<file path="config.mk">
export PLATFORM = sky130hd
export DESIGN_NAME = irq_aggregator
export DESIGN_NICKNAME = d
export VERILOG_FILES = /design/src/rtl/irq_agg_pkg.sv /design/src/rtl/irq_sync.sv /design/src/rtl/irq_chan.sv /design/src/rtl/irq_regs.sv /design/src/rtl/irq_aggregator.sv
export SDC_FILE = /design/constraint.sdc
export NUM_CORES = 1
export LEC_CHECK = 0
export ABC_CLOCK_PERIOD_IN_PS = 2640
export CORE_MARGIN = 1.5
export CORE_UTILIZATION = 40
export DETAILED_ROUTE_END_ITERATION = 12
export PLACE_DENSITY = 0.76
export SKIP_LAST_GASP = 1
export SLEW_MARGIN = 20
export SYNTH_ARGS = -nofsm -noshare
export SYNTH_HDL_FRONTEND = slang
export SYNTH_SLANG_ARGS = --single-unit
</file>
<file path="constraint.sdc">
create_clock -name clk -period 2.64 [get_ports clk]
set_input_delay 0.792 -clock clk [delete_from_list [all_inputs] [get_ports clk]]
set_output_delay 0.792 -clock clk [all_outputs]
set_load 0.02 [all_outputs]
</file>
<file path="src/rtl/irq_agg_pkg.sv">
package irq_agg_pkg;
  // word indices within the register window (byte offset / 4)
  localparam int WORD_POL     = 0;
  localparam int WORD_TYPE    = 1;
  localparam int WORD_EN      = 2;
  localparam int WORD_RAW_SET = 3;  // read raw status, write enable-set
  localparam int WORD_ENA_ACK = 4;  // read enabled status, write acknowledge
  localparam int WORD_CLR     = 5;  // write enable-clear
  localparam int WORD_OPT     = 6;
  localparam int WORD_VER     = 7;

  localparam logic [3:0] VER_MAJOR = 4'd2;
  localparam logic [3:0] VER_MINOR = 4'd1;
  localparam logic [3:0] VER_PATCH = 4'd0;
  localparam logic [7:0] BLOCK_ID  = 8'h5A;
endpackage

</file>
<file path="src/rtl/irq_sync.sv">
module irq_sync #(
  parameter int W = 5
) (
  input  logic         clk,
  input  logic         rst_n,
  input  logic [W-1:0] d,
  output logic [W-1:0] q
);
  logic [W-1:0] meta_q;
  logic [W-1:0] meta_d, sync_d, sync_q;

  always_comb begin
    meta_d = d;
    sync_d = meta_q;
  end

  always_ff @(posedge clk or negedge rst_n) begin
    if (!rst_n) begin
      meta_q <= '0;
      sync_q <= '0;
    end else begin
      meta_q <= meta_d;
      sync_q <= sync_d;
    end
  end

  assign q = sync_q;
endmodule

</file>
<file path="src/rtl/irq_chan.sv">
module irq_chan (
  input  logic clk,
  input  logic rst_n,
  input  logic sync_in,
  input  logic pol_high,
  input  logic edge_mode,
  input  logic ack,
  output logic raw
);
  logic lvl;
  logic prev_q, prev_d;
  logic latch_q, latch_d;
  logic hit;

  always_comb begin
    lvl     = pol_high ? sync_in : ~sync_in;
    hit     = lvl & ~prev_q;
    prev_d  = lvl;
    latch_d = latch_q;
    if (edge_mode) begin
      if (hit)      latch_d = 1'b1;   // a fresh edge beats a concurrent acknowledge
      else if (ack) latch_d = 1'b0;
    end
    raw = edge_mode ? latch_q : lvl;
  end

  always_ff @(posedge clk or negedge rst_n) begin
    if (!rst_n) begin
      prev_q  <= 1'b0;
      latch_q <= 1'b0;
    end else begin
      prev_q  <= prev_d;
      latch_q <= latch_d;
    end
  end

  AST_EDGE_SETS: assert property (@(posedge clk) disable iff (!rst_n)
    (edge_mode && hit) |=> latch_q);

  AST_ACK_CLEARS: assert property (@(posedge clk) disable iff (!rst_n)
    (edge_mode && ack && !hit) |=> !latch_q);

  AST_LEVEL_HOLDS: assert property (@(posedge clk) disable iff (!rst_n)
    (!edge_mode) |=> (latch_q == $past(latch_q)));
endmodule

</file>
<file path="src/rtl/irq_regs.sv">
module irq_regs
  import irq_agg_pkg::*;
#(
  parameter int N      = 5,
  parameter int ADDR_W = 5,
  parameter int DATA_W = 32
) (
  input  logic              clk,
  input  logic              rst_n,
  input  logic              wr,
  input  logic [ADDR_W-1:0] addr,
  input  logic [DATA_W-1:0] wdata,
  input  logic [N-1:0]      raw,
  output logic [DATA_W-1:0] rdata,
  output logic [N-1:0]      pol,
  output logic [N-1:0]      typ,
  output logic [N-1:0]      enabled,
  output logic [N-1:0]      ack
);
  localparam int IDX_W = ADDR_W - 2;

  logic [N-1:0]       pol_q, pol_d, typ_q, typ_d, en_q, en_d;
  logic [IDX_W-1:0]   idx;
  logic               aligned;
  logic               wr_hit;
  logic [N-1:0]       wbits;
  logic [DATA_W-N-1:0] unused_wdata_hi;

  assign idx             = addr[ADDR_W-1:2];
  assign aligned         = (addr[1:0] == 2'b00);
  assign wr_hit          = wr & aligned;
  assign wbits           = wdata[N-1:0];
  assign unused_wdata_hi = wdata[DATA_W-1:N];

  // next state
  always_comb begin
    pol_d = pol_q;
    typ_d = typ_q;
    en_d  = en_q;
    ack   = '0;
    if (wr_hit) begin
      if (idx == IDX_W'(WORD_POL))     pol_d = wbits;
      if (idx == IDX_W'(WORD_TYPE))    typ_d = wbits;
      if (idx == IDX_W'(WORD_EN))      en_d  = wbits;
      if (idx == IDX_W'(WORD_RAW_SET)) en_d  = en_q | wbits;
      if (idx == IDX_W'(WORD_CLR))     en_d  = en_q & ~wbits;
      if (idx == IDX_W'(WORD_ENA_ACK)) ack   = wbits;
    end
  end

  always_ff @(posedge clk or negedge rst_n) begin
    if (!rst_n) begin
      pol_q <= '0;
      typ_q <= '0;
      en_q  <= '0;
    end else begin
      pol_q <= pol_d;
      typ_q <= typ_d;
      en_q  <= en_d;
    end
  end

  assign pol     = pol_q;
  assign typ     = typ_q;
  assign enabled = raw & en_q;

  // read mux
  always_comb begin
    rdata = '0;
    if (aligned) begin
      if (idx == IDX_W'(WORD_POL))     rdata = DATA_W'(pol_q);
      if (idx == IDX_W'(WORD_TYPE))    rdata = DATA_W'(typ_q);
      if (idx == IDX_W'(WORD_EN))      rdata = DATA_W'(en_q);
      if (idx == IDX_W'(WORD_RAW_SET)) rdata = DATA_W'(raw);
      if (idx == IDX_W'(WORD_ENA_ACK)) rdata = DATA_W'(enabled);
      if (idx == IDX_W'(WORD_OPT))     rdata = DATA_W'(6'(N));
      if (idx == IDX_W'(WORD_VER))
        rdata = DATA_W'({4'h0, VER_MAJOR, VER_MINOR, VER_PATCH, ~BLOCK_ID, BLOCK_ID});
    end
  end

  AST_SET_ALIAS: assert property (@(posedge clk) disable iff (!rst_n)
    (wr_hit && idx == IDX_W'(WORD_RAW_SET)) |=>
      ((en_q & $past(wbits)) == $past(wbits)) && ((en_q & ~$past(wbits)) == ($past(en_q) & ~$past(wbits))));

  AST_CLR_ALIAS: assert property (@(posedge clk) disable iff (!rst_n)
    (wr_hit && idx == IDX_W'(WORD_CLR)) |=>
      ((en_q & $past(wbits)) == '0) && ((en_q & ~$past(wbits)) == ($past(en_q) & ~$past(wbits))));

  AST_UPPER_ZERO: assert property (@(posedge clk) disable iff (!rst_n)
    (idx <= IDX_W'(WORD_CLR)) |-> (rdata[DATA_W-1:N] == '0));
endmodule

</file>
<file path="src/rtl/irq_aggregator.sv">
module irq_aggregator #(
  parameter int N      = 5,
  parameter int ADDR_W = 5,
  parameter int DATA_W = 32
) (
  input  logic              clk,
  input  logic              rst_n,
  input  logic [N-1:0]      irq_in,
  input  logic              bus_wr,
  input  logic [ADDR_W-1:0] bus_addr,
  input  logic [DATA_W-1:0] bus_wdata,
  output logic [DATA_W-1:0] bus_rdata,
  output logic              irq_out
);
  logic [1:0]   rst_pipe_q;
  logic         rst_n_int;
  logic [N-1:0] sync_lvl, raw, pol, typ, enabled, ack;
  logic         out_q, out_d;

  // asynchronous assert, synchronous release
  always_ff @(posedge clk or negedge rst_n) begin
    if (!rst_n) rst_pipe_q <= 2'b00;
    else        rst_pipe_q <= {rst_pipe_q[0], 1'b1};
  end
  assign rst_n_int = rst_pipe_q[1];

  irq_sync #(.W(N)) u_sync (
    .clk(clk), .rst_n(rst_n_int), .d(irq_in), .q(sync_lvl)
  );

  for (genvar g = 0; g < N; g++) begin : g_chan
    irq_chan u_chan (
      .clk(clk), .rst_n(rst_n_int), .sync_in(sync_lvl[g]), .pol_high(pol[g]),
      .edge_mode(typ[g]), .ack(ack[g]), .raw(raw[g])
    );
  end

  irq_regs #(.N(N), .ADDR_W(ADDR_W), .DATA_W(DATA_W)) u_regs (
    .clk(clk), .rst_n(rst_n_int), .wr(bus_wr), .addr(bus_addr), .wdata(bus_wdata),
    .raw(raw), .rdata(bus_rdata), .pol(pol), .typ(typ), .enabled(enabled), .ack(ack)
  );

  always_comb out_d = |enabled;

  always_ff @(posedge clk or negedge rst_n_int) begin
    if (!rst_n_int) out_q <= 1'b0;
    else            out_q <= out_d;
  end
  assign irq_out = out_q;

  AST_OUT_LAG: assert property (@(posedge clk) disable iff (!rst_n_int)
    1'b1 |=> (irq_out == $past(|enabled)));
endmodule

</file>
==> key figures, run 1 <==
Run status
  • Outcome: complete, but fails checks
  • Failing checks: setup timing

Synthesis
  • Synth Register Bits: 38
  • Gate Count Post-Synth: approximately 210
  • Synth warn: 0
  • Register area share after synthesis: roughly 46%
  • Mapped Area: 2090 sq um
  • Synth area leaders: dfrtp_1 46%, buf_4 9.3%, mux2_2 7.0%, a21oi_1 3.8%, o21ai_0 3.4%
  • Yosys cell types: 37
  • Syn avg cell area: 9.99 sq um
  • Top-area cell type share of the netlist area: between 40% and 50%
  • Synth area leader: dfrtp_1

Drt
  • DR pass1 iterations: 4
  • Initial DRC Count: 201
  • DR vias: roughly 1800
  • Vias per cell: 5.14
  • Final ANT Viol Nets: 0
  • Final wirelength: between 5000 and 6000 microns
  • DR DRC count: 0
  • DR WL/cell: 14.4 microns

Placement
  • Dpl hpwl: approximately 3300 microns
  • Post-place setup slack: -999 ps
  • Cell count after placement: 329
  • PortBufs: 30
  • Final GP Congestion: between 0.9 and 1

Power
  • Leakage power: around 1.3 nW
  • PD cells: 517 nW/um^2
  • Worst VDD drop: 0.412 mV

Timing
  • Timing-limited maximum frequency: 0.360 GHz
  • Final setup margin: -138 ps
  • Setup TNS: -408 ps
  • RSZ-0062 raised after global routing: true
  • Slew Limit Fails: 0
  • Final hold viol count: 0
  • Worst clock skew: 7.28 ps
  • # setup viols final: 5
  • Tcrit/Tclk final: 105%
  • Final min period: 2780 ps

Critical path
  • Critical Path RT: between 1500 and 2000 ps
  • WP buf/inv: 4
  • Worst R2R End: irq_out
  • R2R cell count: 5
  • Critical path, cell by cell: buf_6 -> buf_6 -> buf_6 -> nand3b_1 -> a21oi_2 -> a211oi_2 -> nor4_2 -> buf_4
  • Reg-to-reg startpoint: u_regs.pol[3]
  • Crit path max fanout: 4
  • Crit end category: output pin
  • Largest incremental delay on the critical path: roughly 250 ps
  • Reg-to-reg slack, setup: 990 ps
  • Crit-path slowest cell: nor4_2
  • Worst setup path category: in -> out
  • Critical Path AT: between 1500 and 2000 ps
  • CP Launch Type: input pin
  • Most frequent CP cell: buf_6
  • CP top delay family: buffers and inverters
  • CP startpoint: bus_addr[2]

Global routing
  • Global route overflow: 0
  • Gr usage total: between 10% and 20%
  • Number of global-route vias before repair: 1653
  • Largest net degree at the start of global routing: 37
  • Initial antenna violation count: 0
  • First-pass GRT wire length: ~8000 microns

Die
  • Die Ht: roughly 75 microns
  • Die X: ~75 microns
  • Core area: 5070 sq um
  • Starting Density: 41.1%
  • Core Rows: 26
  • Die Footprint: 5660 sq um
  • Top Ports: 78

Cells and area
  • Layout net count: 324
  • Antenna diodes: 0
  • Final cell count without fillers: 350
  • Fillers: 446
  • Synth-to-Final Area Change: 41.3%
  • Fraction of layout cells with a size suffix above 1: roughly 40%
  • Fin util: 58.1%

CTS
  • CTS Buf Count: 5
  • Clock edge transition at the registers on the reported setup and hold paths: 70 ps
  • Clk sinks: 38
  • Cts hold-fix bufs: 0
  • H-tree Lvls: 2
  • Max clock buf depth: 2
  • CTS tree: yes
  • Clk Tree Root Cell: clkbuf_8
  • Worst-skew pair later-pin latency: 290 ps

Job
  • Total of max-cap violations: 0

Worst hold path
  • Hold crit path type: reg -> async
stage by stage:
stage          power [mW]  hold slack [ps]  area (sq um)
2_1_floorplan       0.932              331          2270
3_3_place_gp         1.06              295          2640
3_5_place_dp         1.07              296          2640
4_1_cts              1.51              300          2840
5_1_grt              1.61              346          2950
6_report             1.52              280          2950
state kept, by name (all words and copies together), names as in the netlist:
register / flops
u_regs.pol: 5
irq_out: 1
rst_pipe_q: 2
g_chan.u_chan.latch_q: 5
u_regs.en_q: 5
u_sync.meta_q: 5
g_chan.u_chan.prev_q: 5
u_sync.q: 5
u_regs.typ: 5
worst register-to-register path: stages, from the launching register on:
cell,delay (ps)
dfrtp_1,390
xor2_1,320
o21ai_0,190
buf_4,170
a222oi_1,370
nand2_1,90
final cells by class:
cell class,instances,area [sq um],area share (%)
timing repair buffer,78,702,23.8
clock buffer,7,86.3,2.93
multi-input combinational,153,1110,37.5
tap,70,87.6,2.97
sequential,38,951,32.2
inverter,3,11.3,0.382
clock inverter,1,5.00,0.170
cell families (layout without fill, tap and decap cells):
group                     count (synthesis)  in the layout  synth area share, %
other                                     2             21                0.360
DFF                                      38             38                 45.5
muxes                                    13             13                 7.01
AOI/OAI and AO/OA                        46             46                 13.2
and+or+nand+nor                          67             67                 19.2
xor gates and xnor gates                  6              6                 2.52
buffers and inverters                    37             89                 12.1
cell usage after synthesis:
| master | number |
|---|---|
| a211oi_1 | 2 |
| a21oi_1 | 16 |
| a221oi_1 | 1 |
| a222oi_1 | 1 |
| a22oi_1 | 1 |
| a2bb2oi_1 | 1 |
| a31oi_1 | 4 |
| and3_1 | 2 |
| buf_2 | 7 |
| buf_4 | 26 |
| buf_6 | 1 |
| conb_1 | 2 |
| dfrtp_1 | 38 |
| inv_1 | 3 |
| mux2_2 | 13 |
| nand2_1 | 16 |
| nand2_4 | 1 |
| nand2b_1 | 6 |
| nand3_1 | 3 |
| nand3b_1 | 8 |
| nand4_1 | 5 |
| nor2_1 | 9 |
| nor2_4 | 1 |
| nor2b_1 | 2 |
| nor3_1 | 7 |
| nor3b_4 | 1 |
| nor4_1 | 2 |
| nor4b_1 | 1 |
| nor4b_4 | 1 |
| o21a_1 | 2 |
| o21ai_0 | 14 |
| o21ba_2 | 1 |
| o221ai_1 | 2 |
| o2bb2ai_1 | 1 |
| or3b_1 | 2 |
| xnor2_1 | 3 |
| xor2_1 | 3 |
how the worst max path moves through the flow:
stage / endpoint / slack (ps) / depth (start not counted)
6_report: bus_rdata[3] / -140 / 8
4_1_cts: bus_rdata[1] / -170 / 8
3_3_place_gp: bus_rdata[1] / -970 / 7
3_5_place_dp: bus_rdata[4] / -1000 / 6
5_1_grt: bus_rdata[3] / -170 / 8
2_1_floorplan: bus_rdata[10] / 1 / 5
power by group:
| group | switching (mW) | internal [mW] |
|---|---|---|
| registers | 0.0504 | 0.646 |
| logic | 0.203 | 0.220 |
| clock network | 0.194 | 0.210 |
metal layers:
layer | share of wire [%] | vias to the layer above | GRT usage, %
li1 | - | 836 | -
met1 | 43 | 874 | 25.8
met2 | 48 | 78 | 28.9
met3 | 7.5 | 11 | 5.09
met4 | 1.7 | 0 | 7.74
met5 | 0 | - | 0
placed cells by master, fill, tap and decap left out, drive strengths merged, types with 3 or more instances in the layout:
master,Yosys,routed
a21oi,16,16
a31oi,4,4
buf,34,63
clkbuf,0,7
clkdlybuf4s50,0,13
conb,2,21
dfrtp,38,38
inv,3,3
mux2,13,13
nand2,17,17
nand2b,6,6
nand3,3,3
nand3b,8,8
nand4,5,5
nor2,10,10
nor3,7,7
o21ai,14,14
xnor2,3,3
xor2,3,3
what timing repair did:
action | in CTS | in global routing
gates cloned | 1 | 0
gates resized for setup | 94 | 24
pin swaps | 14 | 18
buffers inserted | 9 | 4
endpoints found under the setup margin | 12 | 12
Note: power is estimated with default switching activity, not from simulation.
==> run 2: changes to the inputs <==
Settings changed: CTS_BUF_LIST set to sky130_fd_sc_hd__clkbuf_16.
==> run 2 against run 1 <==
  * The run still ends with setup timing left
  * Setup slack improved by 42 ps
  * Worst hold slack improved by 5.0 ps
  * Cell area increased by 2.2%
  * Critical path depth unchanged
  * Clock skew decreased by 3.1 ps
  * Core utilization increased by 1.3 points
  * Register-to-register slack about the same
  * Via count increased by 1.8%
==> key figures, run 2 (same netlist as run 1, synthesis figures left out) <==
Global routing
  • First-pass GRT wire length: 8000 microns (about the same)
  • Global route overflow: 0 (unchanged)
  • Largest net degree at the start of global routing: 37 (unchanged)
  • Gr usage total: 18.9% (-0.067 points)
  • Number of global-route vias before repair: 1696 (+2.6%)
  • Initial antenna violation count: 0 (unchanged)

Die
  • Top Ports: 78 (unchanged)
  • Core area: 5070 sq um (unchanged)
  • Core Rows: 26 (unchanged)
  • Die X: 75.3 microns (unchanged)
  • Starting Density: 41.1% (unchanged)
  • Die Footprint: 5660 sq um (unchanged)
  • Die Ht: 75.3 microns (unchanged)

CTS
  • CTS tree: yes
  • CTS Buf Count: 5 (unchanged)
  • Max clock buf depth: 2 (unchanged)
  • Cts hold-fix bufs: 0 (unchanged)
  • Worst-skew pair later-pin latency: 270 ps (-20 ps)
  • Clk sinks: 38 (unchanged)
  • H-tree Lvls: 2 (unchanged)
  • Clock edge transition at the registers on the reported setup and hold paths: 50 ps (-20 ps)
  • Clk Tree Root Cell: clkbuf_16

Cells and area
  • Antenna diodes: 0 (unchanged)
  • Fraction of layout cells with a size suffix above 1: 39.9% (-0.071 points)
  • Synth-to-Final Area Change: 44.4%
  • Layout net count: 327 (+0.93%)
  • Fillers: 424 (-4.9%)
  • Commonest non-fill, non-tap cell in the layout: buf_4
  • Most frequent cells in the layout: 45 x buf_4, 38 x dfrtp_1, 21 x conb_1

Drt
  • DR vias: 1831 (+1.8%)
  • Vias per cell: 5.19 (+0.91%)
  • Final ANT Viol Nets: 0 (unchanged)
  • DR DRC count: 0 (unchanged)
  • Final wirelength: 5240 microns (+4.2%)
  • Initial DRC Count: 193 (-4.0%)
  • DR pass1 iterations: 5 (+1)
  • DR WL/cell: 14.8 microns (+3.3%)

Worst hold path
  • Hold crit path type: reg -> async

Timing
  • Final setup margin: -95.8 ps (+42.5 ps)
  • # setup viols final: 5 (unchanged)
  • Tcrit/Tclk final: 104% (-1.6 points)
  • Timing-limited maximum frequency: 0.366 GHz (+1.6%)
  • Final hold viol count: 0 (unchanged)
  • Worst clock skew: 4.13 ps (-3.15 ps)
  • Slew Limit Fails: 0 (unchanged)
  • RSZ-0062 raised after global routing: true
  • Final min period: 2740 ps (-42.5 ps)
  • Setup TNS: -354 ps (+53.8 ps)

Job
  • Total of max-cap violations: 0 (unchanged)

Power
  • PD cells: 557 nW/um^2 (+7.7%)
  • Worst VDD drop: 0.407 mV (-1.3%)
  • Leakage power: 1.33 nW (+3.3%)
  • Total Power: 1.68 mW (+10%)

Placement
  • Final GP Congestion: 0.972 (unchanged)
  • Dpl hpwl: 3320 microns (unchanged)
  • PortBufs: 30 (unchanged)

Critical path
  • Crit path max fanout: 7 (+3)
  • Worst setup path category: in -> out
  • Critical Path RT: 1850 ps (about the same)
  • CP Launch Type: input pin
  • Critical Path AT: 1940 ps (-50 ps)
  • Crit end category: output pin
  • Reg-to-reg slack, setup: 980 ps (about the same)

Run status
  • Failing checks: setup timing
  • Outcome: complete, but fails checks
-- run 2: cell types whose count changed in the layout (fill, tap and decap cells not counted), sizes merged --
cell,change
buf,+3
clkbuf,-2
clkinv,+1
inv,+1
-- run 2: layer usage --
| metal | vias to the layer above | part of all wire (%) | track usage, % |
|---|---|---|---|
| li1 | 844 | - | - |
| met1 | 891 | 42 | 25.7 |
| met2 | 86 | 49 | 29.2 |
| met3 | 10 | 7.6 | 4.42 |
| met4 | 0 | 1.6 | 7.94 |
| met5 | - | 0 | 0 |
-- run 2: cell type report --
cell class / instances / area (sq um) / share of cell area [%]
Clock buffer: 5 / 125 / 4.15
Clock inverter: 3 / 12.5 / 0.415
Inverter: 3 / 11.3 / 0.373
Multi-Input combinational cell: 153 / 1100 / 36.5
Sequential cell: 38 / 951 / 31.5
Tap cell: 70 / 87.6 / 2.90
Timing Repair Buffer: 81 / 728 / 24.1
-- run 2: per-stage QoR --
stage | instances | instance area, sq um | util [%] | setup WS (ps) | hold WS, ps
after floorplan | 228 | 2270 | - | 1.48 | 331
after global placement | 329 | 2640 | 52.0 | -971 | 295
after detailed placement | 329 | 2640 | 52.0 | -999 | 296
after CTS | 348 | 2900 | 57.1 | -171 | 299
after global routing | 353 | 3020 | 59.4 | -138 | 343
final | 353 | 3020 | 59.4 | -95.8 | 285
-- run 2: final timing paths --
kind | start | to | cells past startpoint
max | bus_addr[3] | bus_rdata[4] | 8
min | rst_pipe_q[1] | g_chan[4].u_chan.latch_q | 1
max reg2reg | u_regs.pol[3] | irq_out | 5
min reg2reg | rst_pipe_q[1] | g_chan[4].u_chan.latch_q | 1
max in group asynchronous | rst_n | rst_pipe_q[0] | 1
min in group clk | u_sync.meta_q[0] | u_sync.q[0] | 0
-- run 2: report_power, final --
group,total [mW],internal (mW),switching (mW),leakage [nW]
Clock,0.546,0.340,0.206,0.0724
Sequential,0.699,0.647,0.0512,0.454
Combinational,0.433,0.227,0.206,0.809
Total,1.68,1.21,0.463,1.33
-- run 2: worst max-delay path, cell delays in order --
cell and delay (ps):
buf_8 110, buf_12 130, buf_4 130, o21ba_4 200
o21ai_4 150, a2bb2oi_2 200, nor4b_4 60, buf_4 170
-- run 2: repair_timing --
action,CTS,global route
setup buffers,10,6
pin swaps,14,14
gates resized for setup,94,20
endpoints found under the setup margin,12,12
gates cloned,1,0
==> run 3: changes to the inputs <==
==> constraint.sdc (replaced) <==
create_clock -name clk -period 2.64 [get_ports clk]
set_input_delay 0.792 -clock clk [delete_from_list [all_inputs] [get_ports clk]]
set_output_delay 0.792 -clock clk [all_outputs]
set_load 0.01 [all_outputs]
==> run 3 against run 2 <==
  * The flow still finishes with violations (setup timing)
  * Sequential share of layout area is 0.87 points higher
  * Routed wire length is 1.8% higher
  * Global-route usage is 0.86 points higher
  * Non-clock buffer count is 9 lower
  * Via count is 1.6% lower
  * Critical endpoint unchanged
  * Clock skew is 0.70 ps higher
  * Setup slack worse by 13 ps
  * Largest cell class unchanged
  * Sequential power hardly changed
  * Clock power is 25% higher
==> key figures, run 3 (same netlist as run 1, synthesis figures left out) <==
Timing
  • Slew Limit Fails: 0 (unchanged)
  • Final hold viol count: 0 (unchanged)
  • Final min period: 2750 ps (+13.3 ps)
  • Final setup margin: -109 ps (-13.3 ps)
  • RSZ-0062 raised after global routing: true
  • Worst clock skew: 4.84 ps (+0.701 ps)
  • Hold slack: 172 ps (-112 ps)
  • Tcrit/Tclk final: 104% (+0.51 points)
  • # setup viols final: 8 (+3)
  • Timing-limited maximum frequency: 0.364 GHz (-0.49%)

Critical path
  • CP top delay family: simple AND/OR/NAND/NOR gates
  • Critical path, cell by cell: dlygate4sd2_1 -> nor2_2 -> o21ai_2 -> a2bb2oi_2 -> nor4b_2 -> buf_2
  • WP buf/inv: 2 (-2)
  • Worst setup path category: in -> out
  • Reg-to-reg startpoint: u_regs.pol[1]
  • Crit path max fanout: 2 (-5)
  • Crit-path slowest cell: dlygate4sd2_1
  • CP startpoint: bus_addr[1]
  • Critical Path RT: 1850 ps (about the same)
  • Critical Path AT: 1960 ps (+20 ps)
  • Crit end category: output pin
  • Largest incremental delay on the critical path: 260 ps (+60 ps)
  • CP Launch Type: input pin

Cells and area
  • Fraction of layout cells with a size suffix above 1: 36.1% (-3.8 points)
  • Fin util: 57.8% (-1.6 points)
  • Commonest non-fill, non-tap cell in the layout: dfrtp_1
  • Antenna diodes: 0 (unchanged)
  • Synth-to-Final Area Change: 40.5%
  • Layout net count: 318 (-2.8%)
  • Most frequent cells in the layout: 38 x dfrtp_1, 33 x buf_4, 21 x conb_1

Worst hold path
  • Hold crit path type: reg -> async

CTS
  • Clk Tree Root Cell: clkbuf_16
  • Clock edge transition at the registers on the reported setup and hold paths: 60 ps (about the same)
  • Max clock buf depth: 2 (unchanged)
  • Clk sinks: 38 (unchanged)
  • CTS tree: yes
  • CTS Buf Count: 5 (unchanged)
  • Cts hold-fix bufs: 0 (unchanged)
  • H-tree Lvls: 2 (unchanged)
  • Worst-skew pair later-pin latency: 280 ps (about the same)

Placement
  • PortBufs: 30 (unchanged)
  • Post-place setup slack: -919 ps (+79.8 ps)
  • Final GP Congestion: 0.886 (-8.8%)
  • Dpl hpwl: 3240 microns (-2.3%)

Global routing
  • First-pass GRT wire length: 8240 microns (+2.9%)
  • Global route overflow: 0 (unchanged)
  • Gr usage total: 19.8% (+0.86 points)
  • Largest net degree at the start of global routing: 28 (-24%)
  • Number of global-route vias before repair: 1674 (-1.3%)
  • Initial antenna violation count: 0 (unchanged)

Run status
  • Failing checks: setup timing
  • Outcome: complete, but fails checks

Die
  • Core area: 5070 sq um (unchanged)
  • Die Ht: 75.3 microns (unchanged)
  • Die Footprint: 5660 sq um (unchanged)
  • Starting Density: 41.1% (unchanged)
  • Die X: 75.3 microns (unchanged)
  • Core Rows: 26 (unchanged)
  • Top Ports: 78 (unchanged)

Drt
  • Initial DRC Count: 177 (-8.3%)
  • Final wirelength: 5340 microns (+1.8%)
  • Vias per cell: 5.24 (+0.93%)
  • DR DRC count: 0 (unchanged)
  • DR vias: 1801 (-1.6%)
  • DR pass1 iterations: 4 (-1)
  • Final ANT Viol Nets: 0 (unchanged)
  • DR WL/cell: 15.5 microns (+4.5%)

Power
  • Worst VDD drop: 0.469 mV (+15%)
  • Leakage power: 1.29 nW (-3.3%)
  • PD cells: 598 nW/um^2 (+7.5%)

Job
  • Total of max-cap violations: 0 (unchanged)
-- run 3: cell count changes in the layout (fill, tap and decap cells not counted), moves of 2 or more --
cell	change
buf_4	-12
clkbuf_2	+6
buf_6	-5
a21oi_1	+3
a21oi_2	-3
clkinvlp_4	+2
o21ai_0	+2
o21ai_1	-2
-- run 3: worst register-to-register path: stages, from the launching register on --
cell      delay, ps
dfrtp_1         380
xor2_1          330
o21ai_0         180
buf_4           160
a222oi_1        250
nand2_1         130
-- run 3: repair_timing --
| action | CTS | global route |
|---|---|---|
| endpoints found under the setup margin | 12 | 12 |
| resized for setup | 62 | 26 |
| cloned | 2 | 0 |
| buffers inserted | 11 | 6 |
| pin swaps | 16 | 12 |
| endpoints found under the hold margin | 0 | 0 |
-- run 3: path summary, 6_finish.rpt --
check	depth (start not counted)	endpoint	slack [ps]
worst max-delay path	6	bus_rdata[4]	-110
worst min-delay path	0	u_sync.meta_q[4]	170
worst max register to register	5	irq_out	1080
worst min register to register	0	u_sync.meta_q[4]	170
max in group asynchronous	1	u_sync.q[3]	1770
min in group clk	0	u_sync.q[2]	350
-- run 3: area by class of cell --
| type | count | area [sq um] |
|---|---|---|
| timing repair buffer | 72 | 668 |
| fill | 432 | 2140 |
| sequential | 38 | 951 |
| multi-input combinational | 153 | 1050 |
| clock buffer | 5 | 125 |
| tap | 70 | 87.6 |
| inverter | 3 | 11.3 |
| clock inverter | 3 | 45.0 |
-- run 3: routing by layer --
| layer | track usage [%] | up-vias | share of wire, % |
|---|---|---|---|
| met5 | 0 | - | 0 |
| met4 | 7.94 | 0 | 2.3 |
| met3 | 5.09 | 14 | 7.3 |
| met2 | 32.4 | 103 | 50 |
| met1 | 25.1 | 858 | 40 |
| li1 | - | 826 | - |
-- run 3: per-stage QoR --
step	cells	TNS [ps]	power, mW	cell area, sq um
2_1_floorplan	228	0	0.903	2180
3_3_place_gp	317	-9700	1.01	2530
3_5_place_dp	317	-9800	1.02	2530
4_1_cts	338	-819	1.74	2860
5_1_grt	344	-883	1.83	2930
6_report	344	-322	1.76	2930
-- run 3: power breakdown --
part	internal, mW	switching, mW
sequential	0.647	0.0530
clock	0.445	0.240
combinational	0.199	0.172
